## config.mk

```make
export PLATFORM = sky130hd
export DESIGN_NAME = soft_mute_ramp
export DESIGN_NICKNAME = d
export VERILOG_FILES = /design/src/rtl/mute_ramp_pkg.sv /design/src/rtl/mute_ramp_ctrl.sv /design/src/rtl/mute_ramp_gain_map.sv /design/src/rtl/mute_ramp_scaler.sv /design/src/rtl/mute_ramp_datapath.sv /design/src/rtl/soft_mute_ramp.sv
export SDC_FILE = /design/constraint.sdc
export NUM_CORES = 2
export LEC_CHECK = 0
export BUFFER_PORTS_ARGS = -buffer_cell sky130_fd_sc_hd__clkbuf_2
export CELL_PAD_IN_SITES_DETAIL_PLACEMENT = 0
export CELL_PAD_IN_SITES_GLOBAL_PLACEMENT = 1
export CORE_ASPECT_RATIO = 2
export CORE_MARGIN = 2
export CORE_UTILIZATION = 56
export CTS_CLUSTER_DIAMETER = 80
export DETAILED_ROUTE_END_ITERATION = 16
export GPL_TIMING_DRIVEN = 1
export HOLD_SLACK_MARGIN = 0.1
export PLACE_DENSITY = 0.91
export REMOVE_ABC_BUFFERS = 1
export SKIP_LAST_GASP = 1
export SLEW_MARGIN = 20
export SYNTH_ARGS = -nofsm -noshare
export SYNTH_HDL_FRONTEND = slang
export SYNTH_HIERARCHICAL = 1
export SYNTH_SLANG_ARGS = --single-unit
```

## constraint.sdc

```tcl
create_clock -name clk -period 37.9 [get_ports clk]
set_clock_uncertainty 0.05 [all_clocks]
set_input_delay 3.79 -clock clk [delete_from_list [all_inputs] [get_ports clk]]
set_output_delay 3.79 -clock clk [all_outputs]
set_load 0.05 [all_outputs]
```

## src/rtl/mute_ramp_pkg.sv

```systemverilog
package mute_ramp_pkg;

  localparam int DATA_W        = 24;
  localparam int SINGLE_FRAMES = 1152;
  localparam int QUAD_RATIO    = 4;
  localparam int FULL_SCALE    = SINGLE_FRAMES * QUAD_RATIO;
  localparam int GAIN_W        = $clog2(FULL_SCALE + 1);
  localparam int FRAC_W        = 23;

  typedef enum logic [1:0] {
    RATE_SINGLE = 2'b00,
    RATE_DOUBLE = 2'b01,
    RATE_QUAD   = 2'b10,
    RATE_QUAD_B = 2'b11
  } rate_mode_e;

  typedef struct packed {
    logic              load;
    logic              clear;
    logic [GAIN_W-1:0] gain;
  } ctrl_strobe_t;

endpackage

```

## src/rtl/mute_ramp_ctrl.sv

```systemverilog
module mute_ramp_ctrl
  import mute_ramp_pkg::*;
#(
  parameter int FULL = FULL_SCALE
) (
  input  logic         clk,
  input  logic         rstN,
  input  logic         powerDown,
  input  logic         clkRatioErr,
  input  logic [1:0]   rateMode,
  input  logic         muteReq,
  input  logic         frameStb,
  output ctrl_strobe_t ctl,
  output logic         muteStatusN
);

  localparam int STEP_SINGLE = QUAD_RATIO;
  localparam int STEP_DOUBLE = QUAD_RATIO / 2;
  localparam int STEP_QUAD   = 1;
  localparam logic [GAIN_W:0] FULL_EXT = (GAIN_W+1)'(FULL);

  logic [GAIN_W-1:0] gain;
  logic [GAIN_W-1:0] gainNext;
  logic [GAIN_W:0]   stepSize;
  logic [GAIN_W:0]   gainUp;
  logic              muted;
  rate_mode_e        modeSel;

  assign modeSel = rate_mode_e'(rateMode);

  always_comb begin
    case (modeSel)
      RATE_SINGLE: stepSize = (GAIN_W+1)'(STEP_SINGLE);
      RATE_DOUBLE: stepSize = (GAIN_W+1)'(STEP_DOUBLE);
      default:     stepSize = (GAIN_W+1)'(STEP_QUAD);
    endcase
  end

  assign gainUp = {1'b0, gain} + stepSize;

  always_comb begin
    gainNext = gain;
    if (powerDown) begin
      gainNext = '0;
    end else if (frameStb) begin
      if (muteReq) begin
        if ({1'b0, gain} > stepSize) gainNext = gain - stepSize[GAIN_W-1:0];
        else                         gainNext = '0;
      end else begin
        if (gainUp >= FULL_EXT) gainNext = FULL_EXT[GAIN_W-1:0];
        else                    gainNext = gainUp[GAIN_W-1:0];
      end
    end
  end

  always_ff @(posedge clk or negedge rstN) begin
    if (!rstN) gain <= '0;
    else       gain <= gainNext;
  end

  // muted latches once the down fade has reached zero; releases on unmute
  always_ff @(posedge clk or negedge rstN) begin
    if (!rstN) muted <= 1'b1;
    else       muted <= muteReq & (muted | (gain == '0));
  end

  assign muteStatusN = rstN & ~powerDown & ~clkRatioErr & ~muted;

  assign ctl.load  = frameStb;
  assign ctl.clear = powerDown;
  assign ctl.gain  = gain;

  // gain never leaves the 0..FULL scale
  p_gain_range_r1: assert property (@(posedge clk) disable iff (!rstN)
    gain <= FULL_EXT[GAIN_W-1:0]);

  // a down step never raises gain and never exceeds the largest step
  p_down_step_r2: assert property (@(posedge clk) disable iff (!rstN)
    (frameStb && !powerDown && muteReq) |=>
      (gain <= $past(gain)) && (($past(gain) - gain) <= GAIN_W'(STEP_SINGLE)));

  // an up step never lowers gain
  p_up_step_r3: assert property (@(posedge clk) disable iff (!rstN)
    (frameStb && !powerDown && !muteReq) |=>
      (gain >= $past(gain)) && ((gain - $past(gain)) <= GAIN_W'(STEP_SINGLE)));

  // without a strobe the gain holds
  p_gain_hold_r11: assert property (@(posedge clk) disable iff (!rstN)
    (!frameStb && !powerDown) |=> $stable(gain));

  // the muted flag only ever stands at zero gain
  p_muted_silent_r6: assert property (@(posedge clk) disable iff (!rstN)
    muted |-> (gain == '0));

  // releasing the request clears the flag at the next edge
  p_release_r7: assert property (@(posedge clk) disable iff (!rstN)
    !muteReq |=> !muted);

  // power-down zeroes gain at the next edge
  p_pdn_clear_r10: assert property (@(posedge clk) disable iff (!rstN)
    powerDown |=> (gain == '0));

endmodule

```

## src/rtl/mute_ramp_gain_map.sv

```systemverilog
module mute_ramp_gain_map
  import mute_ramp_pkg::*;
#(
  parameter int FULL   = FULL_SCALE,
  parameter int FRAC   = FRAC_W,
  parameter int SHIFT  = 16
) (
  input  logic [GAIN_W-1:0] gain,
  output logic [FRAC:0]     gainQ
);

  localparam longint unsigned SCALE =
    ((64'd1 << (FRAC + SHIFT)) + longint'(FULL) - 1) / longint'(FULL);
  localparam int SCALE_W = $clog2(SCALE + 1);
  localparam int WIDE_W  = GAIN_W + SCALE_W;
  localparam logic [WIDE_W-1:0] ONE_WIDE = WIDE_W'(1) << FRAC;

  logic [WIDE_W-1:0] wide;
  logic [WIDE_W-1:0] shifted;

  assign wide    = WIDE_W'(gain) * WIDE_W'(SCALE);
  assign shifted = wide >> SHIFT;

  always_comb begin
    if (gain >= GAIN_W'(FULL))  gainQ = ONE_WIDE[FRAC:0];
    else if (shifted > ONE_WIDE) gainQ = ONE_WIDE[FRAC:0];
    else                        gainQ = shifted[FRAC:0];
  end

endmodule

```

## src/rtl/mute_ramp_scaler.sv

```systemverilog
module mute_ramp_scaler
  import mute_ramp_pkg::*;
#(
  parameter int DW   = DATA_W,
  parameter int FRAC = FRAC_W
) (
  input  logic                 clk,
  input  logic                 rstN,
  input  logic                 load,
  input  logic                 clear,
  input  logic [FRAC:0]        gainQ,
  input  logic signed [DW-1:0] sampleIn,
  output logic signed [DW-1:0] sampleOut
);

  localparam int PROD_W = DW + FRAC + 2;
  localparam logic signed [PROD_W-1:0] MAX_V =
    {{(PROD_W-DW+1){1'b0}}, {(DW-1){1'b1}}};
  localparam logic signed [PROD_W-1:0] MIN_V = ~MAX_V;
  localparam logic signed [PROD_W-1:0] HALF_V = PROD_W'(1) <<< (FRAC - 1);
  localparam logic [FRAC:0] ONE_Q = (FRAC+1)'(1) << FRAC;

  logic signed [PROD_W-1:0] sampleExt;
  logic signed [PROD_W-1:0] gainExt;
  logic signed [PROD_W-1:0] prod;
  logic signed [PROD_W-1:0] shifted;
  logic signed [DW-1:0]     satVal;

  assign sampleExt = PROD_W'(sampleIn);
  assign gainExt   = $signed(PROD_W'(gainQ));
  assign prod      = sampleExt * gainExt;
  assign shifted   = (prod + HALF_V) >>> FRAC;

  always_comb begin
    if (shifted > MAX_V)      satVal = MAX_V[DW-1:0];
    else if (shifted < MIN_V) satVal = MIN_V[DW-1:0];
    else                      satVal = shifted[DW-1:0];
  end

  always_ff @(posedge clk or negedge rstN) begin
    if (!rstN)      sampleOut <= '0;
    else if (clear) sampleOut <= '0;
    else if (load)  sampleOut <= satVal;
  end

  // zero gain gives exact silence
  p_zero_out_r5: assert property (@(posedge clk) disable iff (!rstN)
    (load && !clear && gainQ == '0) |=> (sampleOut == '0));

  // unity gain passes the sample bit for bit
  p_unity_out_r5: assert property (@(posedge clk) disable iff (!rstN)
    (load && !clear && gainQ == ONE_Q) |=> (sampleOut == $past(sampleIn)));

  // output holds between strobes
  p_out_hold_r11: assert property (@(posedge clk) disable iff (!rstN)
    (!load && !clear) |=> $stable(sampleOut));

  // power-down clears the output
  p_out_clear_r10: assert property (@(posedge clk) disable iff (!rstN)
    clear |=> (sampleOut == '0));

endmodule

```

## src/rtl/mute_ramp_datapath.sv

```systemverilog
module mute_ramp_datapath
  import mute_ramp_pkg::*;
#(
  parameter int DW    = DATA_W,
  parameter int FRAC  = FRAC_W,
  parameter int CHANS = 2
) (
  input  logic                 clk,
  input  logic                 rstN,
  input  ctrl_strobe_t         ctl,
  input  logic signed [DW-1:0] chanIn  [CHANS],
  output logic signed [DW-1:0] chanOut [CHANS]
);

  logic [FRAC:0] gainQ;

  mute_ramp_gain_map #(.FULL(FULL_SCALE), .FRAC(FRAC), .SHIFT(16)) uGainMap (
    .gain  (ctl.gain),
    .gainQ (gainQ)
  );

  for (genvar c = 0; c < CHANS; c++) begin : gChan
    mute_ramp_scaler #(.DW(DW), .FRAC(FRAC)) uScaler (
      .clk       (clk),
      .rstN      (rstN),
      .load      (ctl.load),
      .clear     (ctl.clear),
      .gainQ     (gainQ),
      .sampleIn  (chanIn[c]),
      .sampleOut (chanOut[c])
    );
  end

endmodule

```

## src/rtl/soft_mute_ramp.sv

```systemverilog
module soft_mute_ramp
  import mute_ramp_pkg::*;
#(
  parameter int DW = DATA_W
) (
  input  logic                 clk,
  input  logic                 rstN,
  input  logic                 powerDown,
  input  logic                 clkRatioErr,
  input  logic [1:0]           rateMode,
  input  logic                 muteReq,
  input  logic                 frameStb,
  input  logic signed [DW-1:0] sampleL,
  input  logic signed [DW-1:0] sampleR,
  output logic signed [DW-1:0] outL,
  output logic signed [DW-1:0] outR,
  output logic                 muteStatusN
);

  localparam int CHANS = 2;

  ctrl_strobe_t         ctl;
  logic signed [DW-1:0] chanIn  [CHANS];
  logic signed [DW-1:0] chanOut [CHANS];

  assign chanIn[0] = sampleL;
  assign chanIn[1] = sampleR;
  assign outL      = chanOut[0];
  assign outR      = chanOut[1];

  mute_ramp_ctrl #(.FULL(FULL_SCALE)) uCtrl (
    .clk         (clk),
    .rstN        (rstN),
    .powerDown   (powerDown),
    .clkRatioErr (clkRatioErr),
    .rateMode    (rateMode),
    .muteReq     (muteReq),
    .frameStb    (frameStb),
    .ctl         (ctl),
    .muteStatusN (muteStatusN)
  );

  mute_ramp_datapath #(.DW(DW), .FRAC(FRAC_W), .CHANS(CHANS)) uData (
    .clk     (clk),
    .rstN    (rstN),
    .ctl     (ctl),
    .chanIn  (chanIn),
    .chanOut (chanOut)
  );

endmodule

```

After elaboration in Yosys (flattened, before gate mapping)
Cells that the tools add are included.
{"block": "word_totals", "regBits": 62, "inputBits": 56, "output_inout_bits": 49, "word_cells": 47}
{"block": "classes", "n_addsub": 4, "n_mul": 3, "magnitude_cmp": 8, "eq_ne": 1, "mux": 16, "bitwise": 8, "n_reduce_logical": 3}
{"cell": "two-way mux 24 bit", "count": 10}
{"cell": "adder 49 x 24 -> 49 bit (second input constant)", "count": 2}
{"cell": "multiplier 24 x 25 -> 49 bit", "count": 2}
{"cell": "two-way mux 13 bit", "count": 5}
{"cell": "> comparator 26 x 24 -> 1 bit (second input constant)", "count": 2}
{"cell": "< comparator 26 x 24 -> 1 bit (second input constant)", "count": 2}
{"cell": "multiplier 13 x 24 -> 37 bit (second input constant)", "count": 1}
{"cell": "> comparator 24 bit (second input constant)", "count": 1}
{"cell": "adder 13 x 3 -> 14 bit", "count": 1}
{"cell": "greater-or-equal comparator 14 x 13 -> 1 bit (second input constant)", "count": 1}
{"cell": "greater-or-equal comparator 13 bit (second input constant)", "count": 1}
{"cell": "> comparator 13 x 3 -> 1 bit", "count": 1}
{"cell": "logical NOT 13 bit", "count": 1}
{"cell": "subtractor 13 x 3 -> 13 bit", "count": 1}
{"cell": "case mux 3 bit (2 select lines)", "count": 1}
{"cell": "bitwise AND 1 bit", "count": 4}
{"cell": "inverter 1 bit", "count": 3}
{"cell": "equality test 2 x 1 -> 1 bit (second input constant)", "count": 1}
{"cell": "logical NOT 2 bit", "count": 1}
{"cell": "nonzero test 2 bit", "count": 1}
{"cell": "bitwise OR 1 bit", "count": 1}

Logic depth before layout (Yosys ltp)
{"block": "logic_depth", "word_depth": 11, "ltp_mapped": 50, "ltp_nobuf": 47}

Cells and area by module
Netlist, hierarchy kept.
{"module": "mute_ramp_scaler at uData.gChan[0].uScaler", "instances": 1, "cells_per_inst": 2263, "area_per_inst_um2": 20168.1, "seq_area_each_um2": 600.6}
{"module": "mute_ramp_scaler at uData.gChan[1].uScaler", "instances": 1, "cells_per_inst": 2211, "area_per_inst_um2": 19954.1, "seq_area_each_um2": 600.6}
{"module": "mute_ramp_gain_map", "instances": 1, "cells_per_inst": 582, "area_per_inst_um2": 4713.3, "seq_area_each_um2": 0.0}
{"module": "mute_ramp_ctrl", "instances": 1, "cells_per_inst": 171, "area_per_inst_um2": 1373.8, "seq_area_each_um2": 351.6}

Worst setup path after synthesis
No wires, ideal clock.
{"block": "synth_timing", "path_kind": "register -> register", "from": "reg uCtrl.gain[11]", "to": "reg uData.gChan[0].uScaler.sampleOut[13]", "setup_ns": 0.126, "arrival_ns": 11.955, "required_ns": 37.724, "setup_slack_ns": 25.769, "stages_incl_launch_ff": 50, "n_path_buf": 5, "synth_period_minus_slack_ns": 12.131, "path_cell_list": "dfrtp_1 -> inv_1 -> ha_1 -> inv_1 -> fa_1 -> inv_1 -> fa_1 -> inv_1 -> fa_1 -> inv_1 -> fa_1 -> inv_1 -> ha_1 -> buf_2 -> nand2_1 -> nor2_1 -> a22o_1 -> o21ai_1 -> [... 14 more ...] -> inv_1 -> fa_1 -> fa_1 -> inv_1 -> fa_1 -> inv_1 -> ha_1 -> nand2_2 -> nor3_4 -> nand2_2 -> o311ai_4 -> nand3_2 -> a31oi_2 -> nor2b_4 -> buf_6 -> a21o_4 -> buf_6 -> a221o_1"}
{"block": "synth_between", "elab_chain_cells": 11, "elab_cells_between_ends": 13, "classes_between": "add/sub (1); mul (2); order compare (4); mux (6)"}
{"item": "start, declared", "line_no": "mute_ramp_ctrl.sv:22", "text": "logic [GAIN_W-1:0] gain;"}
{"item": "start signal, assigned", "line_no": "mute_ramp_ctrl.sv:58", "text": "else gain <= gainNext;"}
{"item": "multiplier 13 x 24 -> 37 bit", "line_no": "mute_ramp_gain_map.sv:21", "text": "assign wide = WIDE_W'(gain) * WIDE_W'(SCALE);"}
{"item": "> comparator 24 bit", "line_no": "mute_ramp_gain_map.sv:26", "text": "else if (shifted > ONE_WIDE) gainQ = ONE_WIDE[FRAC:0];"}
{"item": "two-way mux 24 bit", "line_no": "mute_ramp_gain_map.sv:26"}
{"item": "two-way mux 24 bit *", "line_no": "mute_ramp_gain_map.sv:25", "text": "if (gain >= GAIN_W'(FULL)) gainQ = ONE_WIDE[FRAC:0];"}
{"item": "named net uData.gainQ[23]", "line_no": "mute_ramp_datapath.sv:15", "text": "logic [FRAC:0] gainQ;"}
{"item": "multiplier 24 x 25 -> 49 bit *", "line_no": "mute_ramp_scaler.sv:31", "text": "assign prod = sampleExt * gainExt;"}
{"item": "adder 49 x 24 -> 49 bit *", "line_no": "mute_ramp_scaler.sv:32", "text": "assign shifted = (prod + HALF_V) >>> FRAC;"}
{"item": "< comparator 26 x 24 -> 1 bit", "line_no": "mute_ramp_scaler.sv:36", "text": "else if (shifted < MIN_V) satVal = MIN_V[DW-1:0];"}
{"item": "two-way mux 24 bit", "line_no": "mute_ramp_scaler.sv:36"}
{"item": "two-way mux 24 bit *", "line_no": "mute_ramp_scaler.sv:35", "text": "if (shifted > MAX_V) satVal = MAX_V[DW-1:0];"}
{"item": "two-way mux 24 bit *", "line_no": "mute_ramp_scaler.sv:43", "text": "else if (load) sampleOut <= satVal;"}
{"item": "two-way mux 24 bit *", "line_no": "mute_ramp_scaler.sv:42", "text": "else if (clear) sampleOut <= '0;"}
{"item": "end signal, assigned", "line_no": "mute_ramp_scaler.sv:43"}
{"item": "end, declared", "line_no": "mute_ramp_scaler.sv:13", "text": "output logic signed [DW-1:0] sampleOut"}
Mark *: on every way through the listed nets, which the timed path passes. The rest lies on a longest branch. The select of a mux whose other input is x is not followed.
A chain may end at the register's enable or synchronous reset.

Worst setup path in the final report
{"block": "layout_timing", "from": "reg uCtrl.gain[11]", "to": "reg uData.gChan[1].uScaler.sampleOut[22]"}
{"block": "layout_between", "elab_chain_cells": 11, "elab_cells_between_ends": 13, "classes_between": "add/sub (1); mul (2); order compare (4); mux (6)"}
{"item": "multiplier 13 x 24 -> 37 bit", "line_no": "mute_ramp_gain_map.sv:21"}
{"item": "> comparator 24 bit", "line_no": "mute_ramp_gain_map.sv:26"}
{"item": "two-way mux 24 bit", "line_no": "mute_ramp_gain_map.sv:26"}
{"item": "two-way mux 24 bit *", "line_no": "mute_ramp_gain_map.sv:25"}
{"item": "named net uData.gainQ[23]", "line_no": "mute_ramp_datapath.sv:15"}
{"item": "multiplier 24 x 25 -> 49 bit *", "line_no": "mute_ramp_scaler.sv:31"}
{"item": "adder 49 x 24 -> 49 bit *", "line_no": "mute_ramp_scaler.sv:32"}
{"item": "< comparator 26 x 24 -> 1 bit", "line_no": "mute_ramp_scaler.sv:36"}
{"item": "two-way mux 24 bit", "line_no": "mute_ramp_scaler.sv:36"}
{"item": "two-way mux 24 bit *", "line_no": "mute_ramp_scaler.sv:35"}
{"item": "two-way mux 24 bit *", "line_no": "mute_ramp_scaler.sv:43"}
{"item": "two-way mux 24 bit *", "line_no": "mute_ramp_scaler.sv:42"}
{"item": "end signal, assigned", "line_no": "mute_ramp_scaler.sv:43"}
{"item": "end, declared", "line_no": "mute_ramp_scaler.sv:13"}
Marks and branches as above.

==> impl_metrics.env <==
export IMPL_nets=6696
export IMPL_drive_above_1_share=0.05219
export IMPL_antenna_found_initial=1
export IMPL_crit_path_frequent_cell="fa_1"
export IMPL_drt_first_pass_iters=5
export IMPL_cpMaxStageDelayCell="nor2_4"
export IMPL_place_area_um2=47350
export IMPL_synth_common_cells="inv_1, fa_1, nand2_1"
export IMPL_drtIter0Drc=2210
export IMPL_drv_cap=0
export IMPL_max_slew_margin_rel=0.3311
export IMPL_finalCritPeriodShare=0.3730
export IMPL_placed_cells=6176
export IMPL_grt_pass1_vias=39090
export IMPL_finalHoldViolCount=0
export IMPL_rrSetupSlack_ns=23.76
export IMPL_grt_overflow=0
export IMPL_via_count=35110
export IMPL_synth_edff_count=0
export IMPL_ant_nets=0
export IMPL_setup_tns_ns=0
export IMPL_start_util=0.5633
export IMPL_arrival_ns=14.37
export IMPL_final_cells=6193
export IMPL_die_area_um2=84970
export IMPL_timing_rr_end="uData/gChan[1].uScaler/sampleOut[22]"
export IMPL_rr_startpoint="uCtrl/gain[11]"
export IMPL_port_buffers=104
export IMPL_max_slew_worst_pin_slew_ns=0.9996
export IMPL_syn_area_per_cell_um2=8.841
export IMPL_io_pins=105
export IMPL_drc=0
export IMPL_endpoint_kind="flop"
export IMPL_grt_pass1_wl_mm=205.7
export IMPL_rsz0062_at_grt="no"
export IMPL_grt_max_degree=49
export IMPL_vias_per_cell=5.669
export IMPL_yosys_warnings=6
export IMPL_insertion_delay_ns=0.37
export IMPL_post_synth_top_area_cell="fa_1"
export IMPL_cts_resized=0
export IMPL_seq_area_frac_synth=0.03360
export IMPL_hp_start="uData/gChan[1].uScaler/sampleOut[21]"
export IMPL_n_fill_cell=7336
export IMPL_slew_violations=0
export IMPL_hold_class="flop to flop"
export IMPL_synth_most_common_cell="inv_1"
export IMPL_coreArea_um2=82030
export IMPL_cp_required_ns=38.14
export IMPL_synth_area_um2=46210
export IMPL_hold_depth=2
export IMPL_setup_viol=0
export IMPL_path_delay_family="adder cells"
export IMPL_cts_buffers=9
export IMPL_cts_tree="built"
export IMPL_fin_crit_ns=14.14
export IMPL_dp_hpwl_mm=94.62
export IMPL_whs_endpoint="uData/gChan[1].uScaler/sampleOut[21]"
export IMPL_synth_top_area_share=0.4428
export IMPL_crit_path_max_fanout=26
export IMPL_hold_ws_ns=0.4709
export IMPL_max_clock_freq_ghz=0.07074
export IMPL_synth_seq_cells=62
export IMPL_cts_root_buf="clkbuf_16"
export IMPL_async_flop_share=1.000
export IMPL_post_cts_buffers=0
export IMPL_outcome="complete, no violations"
export IMPL_ys_flop_type="dfrtp_1"
export IMPL_die_w_um=207.1
export IMPL_worstSetupPathType="flop to flop"
export IMPL_wirelength_mm=124.1
export IMPL_die_y_um=410.2
export IMPL_reg2regPathDepth=41
export IMPL_design_area_um2=47630
export IMPL_htreeDepth=3
export IMPL_cp_num_buf_inv=8
export IMPL_cp_depth=41
export IMPL_hold_buffers=0
export IMPL_synth_cells=5227
export IMPL_clockBufferDepth=2
export IMPL_ys_types=124
export IMPL_post_drt_wl_per_cell_um=20.05
export IMPL_place_congestion=0.9083
export IMPL_cts_sinks=62
export IMPL_area_growth_pct=3.071
export IMPL_start_kind="flop"
export IMPL_synthTopCellsByArea="fa_1, ha_1, inv_1, and2_1, nand2_1"
export IMPL_std_cell_rows=149
export IMPL_slowest_delay_ns=0.78
export IMPL_grt_use_total=0.3044
export IMPL_clk_pin_slew_ns=0.07
==> placed cells by master (no fill, tap or decap), types with 32 or more instances in the layout <==
cell type and instances:
dfrtp_1 61, clkbuf_2 103, ha_1 488, xnor2_1 42
xor2_1 32, nor2_1 98, and2_1 557, nand2b_1 38
a21oi_1 131, inv_1 1223, nand2_1 723, nand4_1 41
o21ai_0 61, fa_1 1022
==> metal layers <==
layer	vias to the layer above	share of wire	wire length, µm	GRT usage
met5	-	0	0	0
met3	278	0.058	7237	0.02685
li1	15510	-	-	-
met2	1313	0.52	64050	0.5402
met1	18010	0.39	48370	0.3892
met4	0	0.036	4490	0.1074
==> worst register-to-register path: cells and delay by family (launching register included) <==
kind	cells	cell delay [ns]
compound gates	11	3.32
flops	1	0.65
buf+inv	8	1.25
simple gates	8	2.29
fa+ha+maj	14	6.50
==> through the flow <==
step / setup WS, ns / utilization
finish: 23.76 / 0.5806
global route: 23.06 / 0.5806
CTS: 23.85 / 0.5806
detailed placement: 23.94 / 0.5772
global placement: 24.10 / 0.5772
floorplan: 24.16 / -
==> cell families after synthesis <==
| kind of cell | count (synthesis) | share of synthesized area |
|---|---|---|
| buffers and inverters | 1465 | 0.1223 |
| muxes | 9 | 0.001950 |
| AOI/OAI and AO/OA | 464 | 0.07278 |
| DFF | 62 | 0.03360 |
| adders and majority gates | 1510 | 0.5749 |
| and+or+nand+nor | 1643 | 0.1804 |
| xor gates and xnor gates | 74 | 0.01403 |
==> registers in the layout, summed over array words and instances, names as in the netlist <==
name                           flops
uCtrl/gain                        13
uCtrl/muted                        1
uData/gChan.uScaler/sampleOut     48
==> how the worst max path moves through the flow <==
stage | end | slack [ns] | from
5_1_grt | uData/gChan[1].uScaler/sampleOut[22] | 23.06 | uCtrl/gain[11]
4_1_cts | uData/gChan[1].uScaler/sampleOut[21] | 23.85 | uCtrl/gain[11]
3_5_place_dp | uData/gChan[1].uScaler/sampleOut[20] | 23.94 | uCtrl/gain[11]
3_3_place_gp | uData/gChan[0].uScaler/sampleOut[16] | 24.10 | uCtrl/gain[11]
6_report | uData/gChan[1].uScaler/sampleOut[22] | 23.76 | uCtrl/gain[11]
2_1_floorplan | uData/gChan[1].uScaler/sampleOut[18] | 24.16 | uCtrl/gain[11]
==> layout make-up <==
type / count / area (µm²) / share of cell area
timing repair buffer: 132 / 733.2 / 0.01539
multi-input combinational: 3700 / 39140 / 0.8218
inverter: 1225 / 4598 / 0.09654
clock buffer: 9 / 225.2 / 0.004729
antenna: 1 / 2.502 / 0.00005254
sequential: 62 / 1553 / 0.03260
clock inverter: 7 / 55.05 / 0.001156
tap: 1057 / 1323 / 0.02777
Power is left out: the tool's default activity adds up to more than one toggle a clock period on the data nets, which glitch-free logic cannot reach.
